$ cat config.mk
export PLATFORM = sky130hd
export DESIGN_NAME = err_pin_mask_regs
export DESIGN_NICKNAME = d
export VERILOG_FILES = /design/src/rtl/err_pin_mask_regs.sv
export SDC_FILE = /design/constraint.sdc
export NUM_CORES = 1
export LEC_CHECK = 0
export BUFFER_PORTS_ARGS = -buffer_cell sky130_fd_sc_hd__buf_4
export CAP_MARGIN = 20
export CELL_PAD_IN_SITES_DETAIL_PLACEMENT = 1
export CELL_PAD_IN_SITES_GLOBAL_PLACEMENT = 1
export CORE_MARGIN = 10
export CORE_UTILIZATION = 30
export DETAILED_ROUTE_END_ITERATION = 12
export PLACE_DENSITY = 0.79
export REMOVE_ABC_BUFFERS = 1
export SLEW_MARGIN = 40
export SYNTH_ARGS = -nofsm -noshare
export SYNTH_HDL_FRONTEND = slang
export SYNTH_SLANG_ARGS = --single-unit
$ cat constraint.sdc
create_clock -name clk -period 2.9 [get_ports clk]
set_clock_uncertainty 0.1 [all_clocks]
set_input_delay 0.435 -clock clk [delete_from_list [all_inputs] [get_ports clk]]
set_output_delay 0.435 -clock clk [all_outputs]
set_load 0.005 [all_outputs]
$ cat src/rtl/err_pin_mask_regs.sv
module err_pin_mask_regs #(
  parameter int NCH = 32,
  parameter int ADDR_W = 12,
  parameter logic [ADDR_W-1:0] SET_OFS = 12'h540,
  parameter logic [ADDR_W-1:0] CLR_OFS = 12'h544
) (
  input  logic              clk,
  input  logic              rst_n,
  input  logic              bus_wr,
  input  logic              bus_rd,
  input  logic              bus_priv,
  input  logic [ADDR_W-1:0] bus_addr,
  input  logic [NCH-1:0]    bus_wdata,
  output logic [NCH-1:0]    bus_rdata,
  input  logic [NCH-1:0]    chan_fail,
  output logic [NCH-1:0]    mask_q,
  output logic [NCH-1:0]    gated,
  output logic              pin_req
);

  logic hit_set, hit_clr, wr_ok;
  logic [NCH-1:0] mask;

  assign hit_set = (bus_addr == SET_OFS);
  assign hit_clr = (bus_addr == CLR_OFS);
  assign wr_ok   = bus_wr && bus_priv;

  always_ff @(posedge clk or negedge rst_n) begin
    if (!rst_n)
      mask <= '0;
    else if (wr_ok && hit_set)
      mask <= mask | bus_wdata;
    else if (wr_ok && hit_clr)
      mask <= mask & ~bus_wdata;
  end

  always_ff @(posedge clk or negedge rst_n) begin
    if (!rst_n)
      bus_rdata <= '0;
    else if (bus_rd)
      bus_rdata <= (hit_set || hit_clr) ? mask : '0;
  end

  assign mask_q  = mask;
  assign gated   = chan_fail & mask;
  assign pin_req = |gated;

  p_set_ones_r2: assert property (@(posedge clk) disable iff (!rst_n)
    (wr_ok && hit_set) |=> ((mask_q & $past(bus_wdata)) == $past(bus_wdata)));

  p_clr_ones_r3: assert property (@(posedge clk) disable iff (!rst_n)
    (wr_ok && hit_clr) |=> ((mask_q & $past(bus_wdata)) == '0));

  p_zero_keep_r4: assert property (@(posedge clk) disable iff (!rst_n)
    wr_ok |=> ((mask_q & ~$past(bus_wdata)) == ($past(mask_q) & ~$past(bus_wdata))));

  p_user_drop_r5: assert property (@(posedge clk) disable iff (!rst_n)
    (!(bus_wr && bus_priv)) |=> $stable(mask_q));

  p_read_alias_r6: assert property (@(posedge clk) disable iff (!rst_n)
    (bus_rd && (hit_set || hit_clr)) |=> (bus_rdata == $past(mask_q)));

  p_rd_hold_r6: assert property (@(posedge clk) disable iff (!rst_n)
    (!bus_rd) |=> $stable(bus_rdata));

endmodule

Word level (Yosys, flattened, before mapping)
Cells that the tools add are included.
Storage, ports and cells
  logic and storage cells: 17
  register bits: 64
  output and inout bits: 97
Operators by class
  mux-type cells: 3
  reduce and logical (&&, ||, !) cells: 6
  bitwise logic cells: 4
  equal/unequal tests: 2
Operators by type and width (count)
  2-to-1 mux 32 bit: 3
  AND 32 bit: 2
  NOT 32 bit: 1
  bitwise OR 32 bit: 1
  OR reduction 32 bit: 1
  equality test 12 x 11 -> 1 bit (second input constant): 2
  logical AND 1 bit: 3
  nonzero test 2 bit: 1
  logical OR 1 bit: 1

Logic depth before layout (Yosys ltp)
Gate-level depths: netlist (run 1).
  word-level depth: 4
  mapped depth: 5
  mapped depth without buffers: 4

Worst setup path before layout (run 1)
No wires, ideal clock.
  path type: input-to-output
  from: input chan_fail[30]
  to: output pin_req
  stages: 4
  path buffers: 0
  path slack: 0.362 ns
  data arrival time: 2.003 ns
  cells stage by stage: and2_1 > or4_1 > or4_1 > or4_1
Between the ends
  word-level cells in the longest chain between the ends: 2
Ends and longest elaborated chain
  from (decl): line 15  | input logic [NCH-1:0] chan_fail,
  AND 32 bit: line 45  | assign gated = chan_fail & mask;
  OR reduction 32 bit: line 46  | assign pin_req = |gated;
  to (decl): line 18  | output logic pin_req
No other way between the ends.

==> results of run 1 <==
-- layout make-up --
class	count	share of cell area
Clock buffer	13	0.03577
Clock inverter	3	0.009014
Inverter	3	0.002535
Multi-Input combinational cell	147	0.2344
Sequential cell	64	0.3606
Tap cell	108	0.03042
Timing Repair Buffer	191	0.3273
-- final timing paths --
path                            slack [ps]                          to  depth (start not counted)           from
max in group asynchronous             2300  asynchronous set/reset pin                          1          rst_n
worst min-delay path                   -30               bus_rdata[18]                          1          rst_n
worst max-delay path                  -140                     pin_req                          5       register
worst min register to register         410               bus_rdata[21]                          1  bus_rdata[21]
worst max register to register        1840                    register                          4       register
min in group clk                       180                    register                          2  bus_wdata[15]
-- what timing repair did --
| item | in CTS | in global routing |
|---|---|---|
| setup buffers | 6 | 1 |
| endpoints found under the setup margin | 1 | 1 |
| resized for setup | 8 | 0 |
| pin swaps | 4 | 0 |
-- placed cells by master (no fill, tap or decap) --
| cell | instances |
|---|---|
| a21oi_1 | 30 |
| a22o_1 | 32 |
| a31oi_1 | 30 |
| and2_1 | 28 |
| and2_4 | 4 |
| buf_12 | 1 |
| buf_4 | 188 |
| buf_6 | 2 |
| bufinv_16 | 1 |
| clkbuf_1 | 2 |
| clkbuf_8 | 11 |
| clkinv_2 | 2 |
| dfrtp_1 | 64 |
| inv_1 | 3 |
| mux2i_1 | 2 |
| nand2_1 | 3 |
| nand4bb_1 | 1 |
| nor4_4 | 2 |
| or2_2 | 4 |
| or3b_2 | 1 |
| or4_1 | 5 |
| or4_4 | 5 |
-- synthesized netlist by cell type --
cell type	instances	area share
or2_2	4	0.0093
dfrtp_1	64	0.60
nand4bb_1	1	0.0042
nor4_2	1	0.0047
or4_1	10	0.028
nor4_4	1	0.0079
a31oi_1	30	0.070
a21oi_1	30	0.056
mux2i_1	2	0.0075
nand2_1	3	0.0042
or3b_2	1	0.0033
and2_1	30	0.070
and2_4	2	0.0065
a22o_1	32	0.10
buf_2	3	0.0056
clkbuf_1	12	0.017
inv_1	3	0.0042
-- per-layer routing --
layer | vias up | GRT usage | routed length [um]
li1 | 1243 | - | -
met1 | 1330 | 0.1757 | 4182
met3 | 11 | 0.07390 | 1184
met5 | - | 0 | 0
met4 | 0 | 0.04762 | 104
met2 | 117 | 0.2669 | 5357
-- kinds of logic (layout without fill, tap and decap cells) --
logic type / Yosys count / in the layout / synth area share
buffers and inverters: 18 / 210 / 0.02660
AND/OR/NAND/NOR: 53 / 53 / 0.1381
multiplexers: 2 / 2 / 0.007466
AO/OA/AOI/OAI: 92 / 92 / 0.2305
flip-flops: 64 / 64 / 0.5973
-- worst max-delay path, delay by kind of cell (launching register included) --
| family | cells | cell delay, ps |
|---|---|---|
| AND/OR/NAND/NOR | 4 | 1640 |
| buffers and inverters | 1 | 130 |
| flip-flops | 1 | 400 |
-- power groups by stage --
stage	logic [uW]	clock network (uW)	registers, uW
3_3_place_gp	143	0	913
4_1_cts	152	795	896
3_5_place_dp	148	0	913
5_1_grt	164	841	896
6_report	150	774	896
2_1_floorplan	17.2	0	913
-- stage by stage --
stage | total power (uW) | hold slack (ps) | instance area [sq um]
floorplan | 930.4 | 39.41 | 2621
global placement | 1056 | 392.6 | 4159
detailed placement | 1061 | 400.3 | 4159
CTS | 1843 | 115.4 | 4431
global route | 1901 | 18.59 | 4442
finish | 1820 | -31.00 | 4442
==> results.md, run 1 <==
- Cells after DPL: 506
- Hold buffer count at CTS: 0
- Failing checks: negative hold slack, negative setup slack
- Syn avg cell area: 11.71 sq um
- Power density over the cells: 409.7 nW/um^2
- Via Count: 2701
- Clock Pin Slew Worst Setup and Hold Paths: 70 ps
- Area occupied by multi-input gates: 1041 sq um
- ANT cells: 0
- Slowest-stage cell, CP: or4_4
- Combinational power share: 0.082
- Final hold violations: 13
- # DRC: 0
- Worst Path Required: 2370 ps
- CTS H-tree lvls: 3
- Final setup viols: 1
- Minimum clock period: 3037 ps
- Mapped cell area: 2681 sq um
- Synth Instances: 229
- Max-cap violations: 0
- Post-route ant nets: 0
- Worst hold slack: -31.00 ps
- Final Util: 0.5093
- Starting Density: 0.3075
- Dpl hpwl: 8.112 mm
- Core area: 8721 sq um
- Hold WC Path Type: in -> async
- Setup_tns: -136.9 ps
- Num CTS Buffers: 9
- Leak: 0.002409 uW
- First-pass GRT wire length: 16.65 mm
- Die height: 114.5 um
- Seq/Total Area, Yosys: 0.5973
- Type of origin of the critical path: register
- Sequential power share: 0.492
- Grt ovf: 0
- TritonCTS clock tree: yes
- Post-synth cell types: 17
- Initial antenna violation count: 0
- Share of post-route cells with drive strength above 1: 0.5249
- CP max stage delay: 550 ps
- Via density: 5.106
- Clock root cell: clkbuf_8
- CTS Buffer Depth: 2
- PortBufs: 177
- Post-route setup slack: -136.9 ps
- Full die area: 13120 sq um
- Peak supply drop: 174.7 uV
- Clock power share: 0.425
- WL final: 10.83 mm
- Worst Path Max Fanout: 2
- Global-route usage over all layers: 0.1593
- Vias in the first global route: 3056
- CP dominant cell by count: or4_4
- Switch Pwr: 397.9 uW
- Unrepaired setup endpoints after global routing: true
- Clk_lat worst skew: 330 ps
- Largest net degree at the start of global routing: 65
- Die Wd: 114.5 um
- Pin slew with the least headroom to its limit: 592.1 ps
- Pre-CTS setup slack: -36.41 ps
- CP Class: reg -> out
- Initial drt markers: 90
- Reg area: 1602 sq um
- Final #Nets: 497
- Rows: 34
- Status: finished, violations left
- Area delta synth->final: 65.66%
- Cell Int Power: 1422 uW
- GPL Wtd Cong: 0.7364
- Sw Share: 0.2186
- Routed length per instance: 20.47 um
- WP data arrival: 2500 ps
- Peak Freq: 329.3 MHz
- Clock sinks: 64
- Ys Warns: 0
- Pre-antenna DRT Iters: 4
- Crit end category: output pin
- Slew margin rel.: 0.6052
- CP Cell Sequence: and2_4 -> or4_1 -> or4_4 -> or4_4 -> buf_6
- Flops & latches, synth: 64
- # IOs: 178
- Max-slew violations: 0
- Fill count: 984
- Final std cells w/o fill: 529
- Period utilisation layout: 1.047
No activity file was read; power rests on OpenSTA's default activity.
==> run 2: changes to the inputs <==
- PLACE_DENSITY: 0.79 -> 0.85
==> run 2 against run 1 <==
Compared with the run above:
- the flow still finishes with violations (negative hold slack, negative setup slack)
- flip-flop and latch count unchanged
- global-route usage fell by 0.44 points
- cell area is 0.65% lower
- clock-buffer cell count stayed put
- final cell count is 0.38% lower
- clock power hardly changed
- core utilization decreased by 0.33 points
- largest power group unchanged
==> results.md, run 2 (synthesis results as in run 1) <==
- Final #Nets: 495
- Rows: 34
- Die height: 114.5 um
- Starting Density: 0.3075
- Post-route setup slack: -137.6 ps
- CTS H-tree lvls: 3
- Worst Path Required: 2370 ps
- Worst reg2reg setup slack: 1930 ps
- Global-route usage over all layers: 0.1549
- Pre-antenna DRT Iters: 4
- Full die area: 13120 sq um
- Cells after DPL: 507
- WP data arrival: 2500 ps
- Total design power: 1815 uW
- Power density over the cells: 411.4 nW/um^2
- Clock root cell: clkbuf_8
- Period utilisation layout: 1.047
- Status: finished, violations left
- CTS Buffer Depth: 2
- Final std cells w/o fill: 527
- Commonest non-fill, non-tap cell in the layout: buf_4
- Max-slew violations: 0
- Vias in the first global route: 2921
- Initial drt markers: 82
- Share of post-route cells with drive strength above 1: 0.5227
- Minimum clock period: 3038 ps
- Post-route ant nets: 0
- Via Count: 2676
- Final Util: 0.5060
- Largest net degree at the start of global routing: 65
- Grt ovf: 0
- Slew margin rel.: 0.6107
- Crit end category: output pin
- WL final: 10.57 mm
- Final setup viols: 1
- Worst hold slack: -9.749 ps
- Clock sinks: 64
- Failing checks: negative hold slack, negative setup slack
- # IOs: 178
- ANT cells: 0
- Peak supply drop: 236.5 uV
- Reg2reg path depth: 3
- Peak Freq: 329.2 MHz
- Unrepaired setup endpoints after global routing: true
- Core area: 8721 sq um
- # DRC: 0
- CP Class: reg -> out
- Area delta synth->final: 64.58%
- Fill count: 980
- Dpl hpwl: 8.120 mm
- Pin slew with the least headroom to its limit: 583.9 ps
- Max-cap violations: 0
- Worst Path Max Fanout: 2
- First-pass GRT wire length: 16.39 mm
- Via density: 5.078
- Num CTS Buffers: 9
- Clk_lat worst skew: 330 ps
- Final hold violations: 7
- Clock Pin Slew Worst Setup and Hold Paths: 70 ps
- GPL Wtd Cong: 0.7655
- Hold WC Path Type: in -> async
- Die Wd: 114.5 um
- TritonCTS clock tree: yes
- Initial antenna violation count: 0
- Routed length per instance: 20.06 um
- Type of origin of the critical path: register
- Leak: 0.002396 uW
- PortBufs: 177
- Most frequent cells in the layout: buf_4 (187), dfrtp_1 (64), a22o_1 (32)
## run 2: layer usage
layer  track usage  vias up  share of wire
met5             0        -              0
met4       0.04428        0         0.0080
met3       0.07704        8           0.11
li1              -     1240              -
met1        0.1783     1300           0.39
met2        0.2480      128           0.49
## run 2: critical path: stages (launching register included)
cell and delay [ps]:
dfrtp_1 400, and2_4 140, or4_1 510, or4_4 440
or4_4 550, buf_6 130
## run 2: layout make-up
cell class,count,area [sq um],area share
Inverter,3,11.26,0.002552
Tap cell,108,135.1,0.03062
Sequential cell,64,1602,0.3629
Clock inverter,3,40.04,0.009073
Multi-Input combinational cell,147,1040,0.2356
Timing Repair Buffer,189,1426,0.3232
Clock buffer,13,158.9,0.03601
## run 2: through the flow
stage	cell area [sq um]	setup TNS, ps	setup WS (ps)
floorplan	2621	-7340	-256.0
global placement	4154	-11.34	-11.34
detailed placement	4154	-26.07	-26.07
CTS	4393	-154.6	-154.6
global route	4413	-194.9	-194.9
finish	4413	-137.6	-137.6
## run 2: power breakdown
group	total [uW]	switching [uW]	internal, uW
registers	896	1.95	894
clock network	772	329	442
logic	148	62.9	84.7
total	1820	394	1420
## run 2: how the worst max path moves through the flow
stage,from,endpoint,slack [ps],depth (start not counted)
6_report,register,pin_req,-140,5
5_1_grt,register,pin_req,-190,5
4_1_cts,register,pin_req,-150,5
3_5_place_dp,chan_fail[1],pin_req,-30,6
3_3_place_gp,chan_fail[1],pin_req,-10,6
2_1_floorplan,bus_addr[1],register,-260,4
## run 2: timing repair
item | in CTS | in global routing
gates resized for setup | 5 | 3
pin swaps | 4 | 0
hold buffers | 0 | 0
endpoints found under the setup margin | 1 | 1
setup buffers | 3 | 1
hold endpoints to repair | 0 | 0
==> run 3: changes to the inputs <==
- BUFFER_PORTS_ARGS: -buffer_cell sky130_fd_sc_hd__buf_4 -> -buffer_cell sky130_fd_sc_hd__buf_2
==> run 3 against run 2 <==
Compared with the run above:
- the run ends with negative setup slack left
- setup slack worse by 8.6 ps
- sequential share of layout area up 3.9 points
- worst hold slack better by 210 ps
- die area unchanged
- global-route usage up 0.21 points
- critical path type unchanged
- largest cell class unchanged
==> results.md, run 3 (synthesis results as in run 1) <==
- Peak Freq: 328.3 MHz
- Max-slew violations: 0
- Cell Int Power: 1391 uW
- Clock power share: 0.432
- Pre-antenna DRT Iters: 4
- Minimum clock period: 3046 ps
- Starting Density: 0.3075
- Cells after DPL: 503
- Dpl hpwl: 8.004 mm
- Final hold violations: 0
- Global-route usage over all layers: 0.1570
- Pin slew with the least headroom to its limit: 646.2 ps
- Clock Pin Slew Worst Setup and Hold Paths: 70 ps
- Area delta synth->final: 48.67%
- Crit end category: output pin
- Type of origin of the critical path: register
- CP Class: reg -> out
- Final setup viols: 1
- Met3 WL post-DR: 1.041 mm
- ANT cells: 0
- Die height: 114.5 um
- Pre-CTS setup slack: -12.73 ps
- Num CTS Buffers: 9
- Share of post-route cells with drive strength above 1: 0.5155
- Failing checks: negative setup slack
- Largest net degree at the start of global routing: 63
- Hold Path Depth: 2
- GPL Wtd Cong: 0.7745
- CTS H-tree lvls: 3
- WL met2: 5.106 mm
- Full die area: 13120 sq um
- Most frequent cells in the layout: buf_2 (176), dfrtp_1 (64), a22o_1 (32)
- Via density: 5.095
- Slew margin rel.: 0.5692
- Hold Startpoint: bus_wdata[16]
- Initial antenna violation count: 0
- Reg2reg path depth: 3
- Post-route ant nets: 0
- Final #Nets: 495
- Grt ovf: 0
- Rows: 34
- Power density over the cells: 448.0 nW/um^2
- Highest metal used: met4
- Worst Path Required: 2370 ps
- Unrepaired setup endpoints after global routing: true
- Vias in the first global route: 3063
- Period utilisation layout: 1.050
- WL final: 10.42 mm
- Peak supply drop: 160.6 uV
- Via Count: 2685
- WP data arrival: 2510 ps
- Final std cells w/o fill: 527
- Combinational power share: 0.067
- Routed length per instance: 19.77 um
- First-pass GRT wire length: 16.39 mm
- Hold WC Path Type: in -> reg
- Max-cap violations: 0
- Leak: 0.002333 uW
- Initial drt markers: 125
- Met1 Routed Length: 4.157 mm
- Commonest non-fill, non-tap cell in the layout: buf_2
- Switch Pwr: 394.7 uW
- Die Wd: 114.5 um
- # DRC: 0
- # IOs: 178
- Core area: 8721 sq um
- Sequential power share: 0.502
- Clk_lat worst skew: 320 ps
- Status: finished, violations left
- TritonCTS clock tree: yes
- Clock root cell: clkbuf_8
- Clock sinks: 64
- Worst Path Max Fanout: 4
- CTS Buffer Depth: 2
- PortBufs: 177
- Post-route setup slack: -146.2 ps
- Sw Share: 0.2210
## run 3: final cells by class
| cell class | instances | area (sq um) |
|---|---|---|
| inverters | 3 | 11.26 |
| flip-flops and latches | 64 | 1602 |
| fillers | 1020 | 4735 |
| repair buffers | 189 | 1006 |
| clock buffers | 13 | 158.9 |
| well taps | 108 | 135.1 |
| multi-input cells | 147 | 1033 |
| clock inverters | 3 | 40.04 |
## run 3: what timing repair did
action,4_1_cts,5_1_grt
pin swaps,2,1
endpoints found under the hold margin,0,29
setup endpoints to repair,1,1
buffers inserted,3,4
gates resized for setup,3,2
hold buffers,0,1
## run 3: final timing paths
check                      slack, ps             to
setup reg to reg                1910       register
hold reg to reg                  400  bus_rdata[27]
setup / recovery                -150        pin_req
max in group asynchronous       1690   bus_rdata[0]
hold / removal                   200       register
min in group asynchronous        480  bus_rdata[13]
## run 3: power by group through the flow
stage,clock [uW],combinational [uW],sequential (uW)
floorplan,0,17.2,913
global placement,0,113,913
finish,771,119,896
global route,853,134,896
CTS,801,120,896
detailed placement,0,118,913
## run 3: per-stage QoR
stage,cell area [sq um],util,total power [uW],setup TNS (ps),hold WS (ps)
4_1_cts,3938,0.4515,1817,-182.2,71.99
2_1_floorplan,2621,-,930.4,-7340,39.41
3_5_place_dp,3706,0.4250,1032,-12.73,394.3
3_3_place_gp,3706,0.4250,1026,0,383.5
5_1_grt,3986,0.4571,1882,-224.0,174.7
6_report,3986,0.4571,1786,-146.2,199.2
## run 3: worst max-delay path: stages (launching register included)
cell and delay, ps:
dfrtp_1 410, and2_4 150, or4_4 500, or4_4 430
or4_1 530, buf_2 160
## run 3: metal layers
metal  vias to the layer above  GRT usage
li1                       1249          -
met1                      1305     0.1730
met2                       120     0.2635
met3                        11    0.07180
met4                         0    0.04845
met5                         -          0
